[src/rtl/oneshot_pkg.sv]
package oneshot_pkg;

    localparam int unsigned CNT_W_DEF  = 16;
    localparam int unsigned SYNC_N_DEF = 2;

    typedef enum logic [1:0] {
        CH_OFF  = 2'd0,
        CH_WAIT = 2'd1,
        CH_RUN  = 2'd2
    } ch_state_e;

    typedef struct packed {
        logic rise_raw;
        logic rise_filt;
    } edge_flags_s;

    function automatic logic pick_rise(input edge_flags_s f, input logic use_filt);
        return use_filt ? f.rise_filt : f.rise_raw;
    endfunction

endpackage

[src/rtl/os_trig_sync.sv]
module os_trig_sync
    import oneshot_pkg::*;
#(
    parameter int unsigned SYNC_N = SYNC_N_DEF
) (
    input  logic clk,
    input  logic rst,
    input  logic tick,
    input  logic trig_async,
    input  logic filt_en,
    output logic rise
);
    logic [SYNC_N-1:0] sq;
    logic              hist;
    logic              flt_lvl;
    edge_flags_s       flags;

    for (genvar i = 0; i < SYNC_N; i++) begin : g_stage
        if (i == 0) begin : g_first
            always_ff @(posedge clk) begin
                if (rst)       sq[i] <= 1'b0;
                else if (tick) sq[i] <= trig_async;
            end
        end else begin : g_next
            always_ff @(posedge clk) begin
                if (rst)       sq[i] <= 1'b0;
                else if (tick) sq[i] <= sq[i-1];
            end
        end
    end

    always_ff @(posedge clk) begin
        if (rst) begin
            hist    <= 1'b0;
            flt_lvl <= 1'b0;
        end else if (tick) begin
            hist <= sq[SYNC_N-1];
            if (sq[SYNC_N-1] == hist)
                flt_lvl <= hist;
        end
    end

    always_comb begin
        flags.rise_raw  = sq[SYNC_N-2] & ~sq[SYNC_N-1];
        flags.rise_filt = sq[SYNC_N-1] & hist & ~flt_lvl;
        rise            = tick & pick_rise(flags, filt_en);
    end

endmodule

[src/rtl/os_counter.sv]
module os_counter
    import oneshot_pkg::*;
#(
    parameter int unsigned CNT_W = CNT_W_DEF
) (
    input  logic             clk,
    input  logic             rst,
    input  logic             tick,
    input  logic             start_wr,
    input  logic             stop_wr,
    input  logic             rise,
    input  logic [CNT_W-1:0] reload,
    output logic [CNT_W-1:0] count,
    output logic             enabled,
    output logic             irq
);
    localparam logic [CNT_W-1:0] PARK = '1;
    localparam logic [CNT_W-1:0] ZERO = '0;

    ch_state_e st;

    always_ff @(posedge clk) begin
        if (rst) begin
            st    <= CH_OFF;
            count <= ZERO;
            irq   <= 1'b0;
        end else begin
            irq <= 1'b0;
            if (stop_wr) begin
                st <= CH_OFF;
            end else begin
                case (st)
                    CH_OFF: begin
                        if (start_wr) st <= CH_WAIT;
                    end
                    CH_WAIT: begin
                        if (rise) begin
                            count <= reload;
                            st    <= CH_RUN;
                        end
                    end
                    CH_RUN: begin
                        if (tick) begin
                            if (count == ZERO) begin
                                count <= PARK;
                                irq   <= 1'b1;
                                st    <= CH_WAIT;
                            end else begin
                                count <= count - 1'b1;
                            end
                        end
                    end
                    default: st <= CH_OFF;
                endcase
            end
        end
    end

    assign enabled = (st != CH_OFF);

endmodule

[src/rtl/edge_oneshot_timer.sv]
module edge_oneshot_timer
    import oneshot_pkg::*;
#(
    parameter int unsigned CNT_W  = CNT_W_DEF,
    parameter int unsigned SYNC_N = SYNC_N_DEF
) (
    input  logic             clk,
    input  logic             rst,
    input  logic             tick,
    input  logic             start_wr,
    input  logic             stop_wr,
    input  logic [CNT_W-1:0] reload,
    input  logic             trig_async,
    input  logic             filt_en,
    output logic [CNT_W-1:0] count_q,
    output logic             enabled,
    output logic             irq
);
    logic rise;

    os_trig_sync #(.SYNC_N(SYNC_N)) u_sync (
        .clk        (clk),
        .rst        (rst),
        .tick       (tick),
        .trig_async (trig_async),
        .filt_en    (filt_en),
        .rise       (rise)
    );

    os_counter #(.CNT_W(CNT_W)) u_cnt (
        .clk      (clk),
        .rst      (rst),
        .tick     (tick),
        .start_wr (start_wr),
        .stop_wr  (stop_wr),
        .rise     (rise),
        .reload   (reload),
        .count    (count_q),
        .enabled  (enabled),
        .irq      (irq)
    );

endmodule

[config.mk]
export PLATFORM = sky130hd
export DESIGN_NAME = edge_oneshot_timer
export DESIGN_NICKNAME = d
export VERILOG_FILES = /design/src/rtl/oneshot_pkg.sv /design/src/rtl/os_trig_sync.sv /design/src/rtl/os_counter.sv /design/src/rtl/edge_oneshot_timer.sv
export SDC_FILE = /design/constraint.sdc
export NUM_CORES = 1
export LEC_CHECK = 0
export ABC_AREA = 1
export BUFFER_PORTS_ARGS = -buffer_cell sky130_fd_sc_hd__buf_2
export CAP_MARGIN = 20
export CORE_MARGIN = 2
export CORE_UTILIZATION = 48
export DETAILED_ROUTE_END_ITERATION = 10
export PLACE_DENSITY = 0.75
export RECOVER_POWER = 100
export SLEW_MARGIN = 20
export SYNTH_ARGS = -nofsm -noshare
export SYNTH_HDL_FRONTEND = slang
export SYNTH_SLANG_ARGS = --single-unit
[constraint.sdc]
create_clock -name clk -period 1.5 [get_ports clk]
set_clock_uncertainty 0.15 [all_clocks]
set_input_delay 0.3 -clock clk [delete_from_list [all_inputs] [get_ports clk]]
set_output_delay 0.3 -clock clk [all_outputs]
set_load 0.02 [all_outputs]
==> results.sh, run 1 <==
export IMPL_switchingPower_mw=1.03
export IMPL_cts_buffers=3
export IMPL_drt_iter0_markers=122
export IMPL_yosysMostFrequentCell="nand2_1"
export IMPL_grt_util_all_layers_pct=27.4
export IMPL_holdWs_ps=39.9
export IMPL_violations="setup timing"
export IMPL_placementRows=21
export IMPL_syn_inst=276
export IMPL_clk_pin_slew_worst_paths_ps=130
export IMPL_fillerInstances=255
export IMPL_grt_overflow=0
export IMPL_synth_area_leaders="dfxtp_1 26%, nand2_1 17%, nor2_1 9.3%"
export IMPL_drt_pass1_iterations=5
export IMPL_yosysTopAreaCellShare_pct=26.4
export IMPL_synth_top_family_by_area="simple AND/OR/NAND/NOR gates"
export IMPL_place_hpwl_um=3730
export IMPL_muxShareOfSynthArea_pct=0
export IMPL_maxSlewHeadroom_pct=72.9
export IMPL_yosysSeqAreaShare_pct=26.4
export IMPL_antenna_cells=0
export IMPL_synth_area_um2=1740
export IMPL_grt_pass1_vias=2082
export IMPL_p_int_mw=1.30
export IMPL_seqPwrFrac_pct=30.0
export IMPL_p_total_mw=2.33
export IMPL_core_um2=3420
export IMPL_synthXorXnorAreaFrac_pct=0.503
export IMPL_initial_utilization_pct=51.0
export IMPL_cp_end_kind="register"
export IMPL_p_leak_nw=1.30
export IMPL_grt_max_degree=23
export IMPL_yosys_warnings=0
export IMPL_wl_um=5450
export IMPL_die_w_um=64.2
export IMPL_synth_compound_area_share_pct=9.84
export IMPL_cp_cell_sequence="ha_1 -> inv_1 -> o21ai_2 -> nand2_2 -> nand2_4 -> nand3_4 -> buf_12 -> nand2_2 -> inv_2 -> nor2_1 -> nor2_1"
export IMPL_cts_tree="yes"
export IMPL_worstMarginPinSlew_ps=404
export IMPL_period_needed_ps=1590
export IMPL_syn_mean_instance_area_um2=6.31
export IMPL_syn_num_nets=305
export IMPL_crit_type="register to register"
export IMPL_timing_setup_tns_ps=-703
export IMPL_place_congestion=0.882
export IMPL_cts_root_buf="clkbuf_4"
export IMPL_max_cap_violations=0
export IMPL_postRouteAntennaNets=0
export IMPL_antenna_found_initial=0
export IMPL_switching_share_pct=44.1
export IMPL_final_layout_size_suffix_gt1_share_pct=49.6
export IMPL_die_area_um2=4130
export IMPL_hold_path_class="input pin to register"
export IMPL_fin_crit_sh_pct=106
export IMPL_max_stage_delay_ps=370
export IMPL_finish_utilization_pct=77.3
export IMPL_wire_per_inst_um=13.4
export IMPL_yosysTopAreaCell="dfxtp_1"
export IMPL_drt_vias_per_instance=5.17
export IMPL_ios=41
export IMPL_rsz0062_at_grt="yes"
export IMPL_worst_slack_ps=-88.5
export IMPL_synth_commonest_cells="77 x nand2_1, 43 x nor2_1, 31 x inv_1, 23 x dfxtp_1, 23 x nand3_1"
export IMPL_critPathArrivalTime_ps=1660
export IMPL_synth_flop_cell="dfxtp_1"
export IMPL_grt_pass1_wl_um=8990
export IMPL_numPortBuffers=40
export IMPL_multi_input_area_um2=1330
export IMPL_status="finished with violations"
export IMPL_ctsHtreeMaxLevel=1
export IMPL_vias=2104
export IMPL_drc=0
export IMPL_powerDensity_nw_per_um2=884
export IMPL_ys_seq_elements=23
export IMPL_fmax_mhz=630
export IMPL_clk_latency_ps=330
export IMPL_nets=391
export IMPL_start_kind="register"
export IMPL_finalSetupViolations=17
export IMPL_power_share_combinational_pct=56.6
export IMPL_dieHeight_um=64.2
export IMPL_yosys_area_share_simple_pct=48.7
export IMPL_path_max_fanout=22
export IMPL_synth_edff_count=0
export IMPL_cts_sinks=23
export IMPL_required_ps=1570
export IMPL_pwr_share_clk_pct=13.4
export IMPL_area_growth_pct=51.5
export IMPL_synth_fa_ha_area_share_pct=4.31
export IMPL_critPathSlowestCell="dfxtp_1"
export IMPL_async_reset_ff_share_pct=0
export IMPL_ir_drop_mv=0.523
export IMPL_cts_buffer_depth=2
export IMPL_rr_worst_depth=11
export IMPL_slew_violations=0
export IMPL_regArea_um2=482
export IMPL_synth_cell_types=30
export IMPL_hold_viol=0
export IMPL_holdPathStages=3
==> power by group through the flow <==
stage / logic, mW / clock network [mW] / registers (mW)
after global routing: 1.45 / 0.349 / 0.705
after detailed placement: 1.08 / 0 / 0.703
after CTS: 1.19 / 0.313 / 0.695
after global placement: 1.05 / 0 / 0.702
final: 1.32 / 0.313 / 0.699
after floorplan: 0.671 / 0 / 0.747
==> routing by layer <==
layer	GRT usage (%)	wire [µm]	up-vias
met3	4.40	437	20
li1	-	-	1050
met5	0	0	-
met2	48.3	2620	93
met4	10.1	161	0
met1	33.4	2230	941
==> cell usage in the layout (no fill, tap or decap), types with 4 or more instances in the layout <==
| cell type | count |
|---|---|
| nand2_1 | 69 |
| buf_4 | 41 |
| buf_2 | 36 |
| nor2_1 | 33 |
| inv_1 | 22 |
| nand3_1 | 16 |
| dfxtp_1 | 12 |
| nand2_2 | 11 |
| nor2_2 | 11 |
| nor2_4 | 10 |
| a21oi_1 | 8 |
| a21oi_2 | 8 |
| buf_6 | 8 |
| dfxtp_2 | 8 |
| nand3_2 | 7 |
| nand4_1 | 6 |
| o21ai_2 | 5 |
| o21ai_0 | 5 |
| inv_2 | 4 |
| or2_2 | 4 |
| ha_4 | 4 |
==> per-stage QoR <==
step                instances  area, µm²  setup slack, ps
finish                    407       2640            -88.5
global placement          397       2270            -38.9
global route              407       2640             -188
floorplan                 276       1750            -6.03
detailed placement        397       2270             -126
CTS                       406       2490            -45.5
==> cells by family after synthesis <==
| family | after synthesis |
|---|---|
| AOI/OAI and AO/OA | 30 |
| xor gates and xnor gates | 1 |
| adders and majority gates | 6 |
| buffers and inverters | 38 |
| DFF | 23 |
| and+or+nand+nor | 178 |
==> state kept, by name (all words and copies together), names as in the netlist <==
name / cells
u_cnt.count: 16
u_cnt.irq: 1
u_cnt.st: 2
u_sync.flt_lvl: 1
u_sync.hist: 1
u_sync.sq: 2
==> final cells by class <==
| class | instances | area share [%] |
|---|---|---|
| Inverter | 32 | 5.41 |
| Multi-Input combinational cell | 215 | 50.4 |
| Sequential cell | 23 | 18.3 |
| Timing Repair Buffer | 87 | 22.8 |
| Clock buffer | 4 | 0.996 |
| Tap cell | 46 | 2.18 |
==> final timing paths <==
path | from | to | slack, ps
hold reg to reg | u_cnt.st[0] | u_cnt.st[0] | 370
setup / recovery | u_sync.sq[1] | u_cnt.count[8] | -90
hold / removal | trig_async | u_sync.sq[0] | 40
setup reg to reg | u_sync.sq[1] | u_cnt.count[8] | -90
==> worst max-delay path: cells and delay by family, from the launching register on <==
family	cells	cell delay, ps
adder cells (fa/ha/maj)	1	160
buffers and inverters	3	260
AND/OR/NAND/NOR	6	430
flip-flops	1	370
AO/OA/AOI/OAI	1	110
==> timing repair <==
action / CTS / global route
setup endpoints to repair: 22 / 25
hold buffers: 0 / 0
setup buffers: 5 / 1
resized for setup: 51 / 43
pin swaps: 15 / 5
(Power assumes the default switching activity.)
==> run 2: changes to the inputs <==
- CORE_ASPECT_RATIO: not set -> 1.4
==> run 2 against run 1 <==
The run still ends with setup timing left. Power increased by 2.4%. Fmax about the same. Combinational power fell by 4%. Flip-flop and latch count is the same. Critical path type unchanged. Cell area is 0.76% lower.
==> results.sh, run 2 (synthesis results as in run 1) <==
export IMPL_grt_pass1_vias=1958
export IMPL_antenna_cells=0
export IMPL_place_congestion=0.948
export IMPL_largest_reg_flops=16
export IMPL_p_leak_nw=1.33
export IMPL_postLayoutCellArea_um2=2620
export IMPL_pwr_share_clk_pct=17.5
export IMPL_numPortBuffers=40
export IMPL_switchingPower_mw=1.00
export IMPL_ir_drop_mv=0.657
export IMPL_crit_type="register to register"
export IMPL_die_w_um=54.9
export IMPL_vias=2070
export IMPL_rsz0062_at_grt="yes"
export IMPL_start_kind="register"
export IMPL_finalSetupViolations=16
export IMPL_ios=41
export IMPL_core_um2=3440
export IMPL_wire_per_inst_um=13.4
export IMPL_die_area_um2=4130
export IMPL_nets=392
export IMPL_hold_path_class="input pin to register"
export IMPL_timing_setup_tns_ps=-867
export IMPL_status="finished with violations"
export IMPL_cp_cell_sequence="inv_4 -> ha_4 -> nand2_2 -> inv_2 -> nand3_4 -> buf_12 -> nor2_1 -> nand2_1 -> a21oi_1"
export IMPL_ff2ff_setup_slack_ps=-90
export IMPL_place_hpwl_um=3830
export IMPL_worst_slack_ps=-89.4
export IMPL_fin_crit_sh_pct=106
export IMPL_hold_viol=0
export IMPL_cp_depth=9
export IMPL_critPathSlowestCell="dfxtp_2"
export IMPL_antenna_found_initial=0
export IMPL_p_int_mw=1.38
export IMPL_dieHeight_um=75.3
export IMPL_wl_um=5380
export IMPL_violations="setup timing"
export IMPL_clk_pin_slew_worst_paths_ps=90
export IMPL_grt_util_all_layers_pct=27.1
export IMPL_switching_share_pct=42.0
export IMPL_cts_sinks=23
export IMPL_drt_pass1_iterations=4
export IMPL_drt_iter0_markers=57
export IMPL_slew_violations=0
export IMPL_max_stage_delay_ps=360
export IMPL_clk_latency_ps=270
export IMPL_drc=0
export IMPL_placementRows=25
export IMPL_final_layout_size_suffix_gt1_share_pct=47.0
export IMPL_rr_worst_depth=9
export IMPL_grt_overflow=0
export IMPL_dpl_cell_area_um2=2290
export IMPL_postRouteAntennaNets=0
export IMPL_cts_buffers=3
export IMPL_critPathTopFamily="flip-flops"
export IMPL_grt_max_degree=16
export IMPL_grt_pass1_wl_um=8200
export IMPL_pre_cts_slack_ps=-69.8
export IMPL_drt_vias_per_instance=5.15
export IMPL_maxSlewHeadroom_pct=77.2
export IMPL_cts_root_buf="clkbuf_8"
export IMPL_worstMarginPinSlew_ps=340
export IMPL_final_common_cell="nand2_1"
export IMPL_required_ps=1560
export IMPL_critPathArrivalTime_ps=1650
export IMPL_initial_utilization_pct=50.6
export IMPL_cts_buffer_depth=2
export IMPL_cp_end_kind="register"
export IMPL_path_max_fanout=8
export IMPL_power_share_combinational_pct=53.1
export IMPL_period_needed_ps=1590
export IMPL_powerDensity_nw_per_um2=912
export IMPL_max_cap_violations=0
export IMPL_holdPathStages=3
export IMPL_fmax_mhz=629
export IMPL_reg_top3="u_cnt.count: 16 flops, u_cnt.st: 2 flops, u_sync.sq: 2 flops"
export IMPL_regMostFlops="u_cnt.count"
export IMPL_ctsHtreeMaxLevel=1
export IMPL_cts_tree="yes"
export IMPL_final_cell_mix="69 x nand2_1, 43 x buf_4, 39 x buf_2"
export IMPL_path_buf_inv=3
export IMPL_seqPwrFrac_pct=29.4
export IMPL_area_growth_pct=50.4
run 2: per-stage QoR:
| stage | cells | hold WS (ps) | power (mW) | utilization (%) |
|---|---|---|---|---|
| 2_1_floorplan | 276 | 239 | 1.42 | - |
| 4_1_cts | 400 | 97.0 | 2.29 | 72.0 |
| 6_report | 402 | 95.6 | 2.39 | 76.1 |
| 3_5_place_dp | 392 | 357 | 1.79 | 66.5 |
| 5_1_grt | 402 | 156 | 2.55 | 76.1 |
| 3_3_place_gp | 392 | 349 | 1.77 | 66.5 |
run 2: worst paths after layout:
path	startpoint	endpoint
setup / recovery	u_cnt.st[0]	u_cnt.count[9]
hold / removal	trig_async	u_sync.sq[0]
setup reg to reg	u_cnt.st[0]	u_cnt.count[9]
hold reg to reg	u_cnt.st[0]	u_cnt.st[0]
run 2: final cells by class:
cell class,count,area (µm²)
Multi-Input combinational cell,215,1270
Fill cell,267,822
Timing Repair Buffer,88,628
Sequential cell,23,474
Inverter,32,146
Tap cell,40,50.0
Clock buffer,3,41.3
Clock inverter,1,5.00
run 2: power by group through the flow:
stage | Combinational [mW] | Clock (mW) | Sequential [mW]
6_report | 1.27 | 0.417 | 0.703
5_1_grt | 1.40 | 0.441 | 0.707
4_1_cts | 1.18 | 0.421 | 0.695
3_5_place_dp | 1.08 | 0 | 0.704
3_3_place_gp | 1.07 | 0 | 0.703
2_1_floorplan | 0.671 | 0 | 0.747
run 2: worst min-delay path: stages:
cell	delay [ps]
buf_2	70
nor2_1	30
nor2_1	80
run 2: what timing repair did:
item / CTS / global route
pin swaps: 1 / 1
hold buffers: 0 / 0
resized for setup: 31 / 33
cloned: 1 / 0
setup endpoints to repair: 19 / 20
setup buffers: 3 / 2
run 2: layer usage:
layer	GRT usage, %	wire, µm	vias to the layer above
met5	0	0	-
met4	10.8	174	0
met3	3.57	226	20
met2	50.0	2940	68
met1	30.2	2040	928
li1	-	-	1054
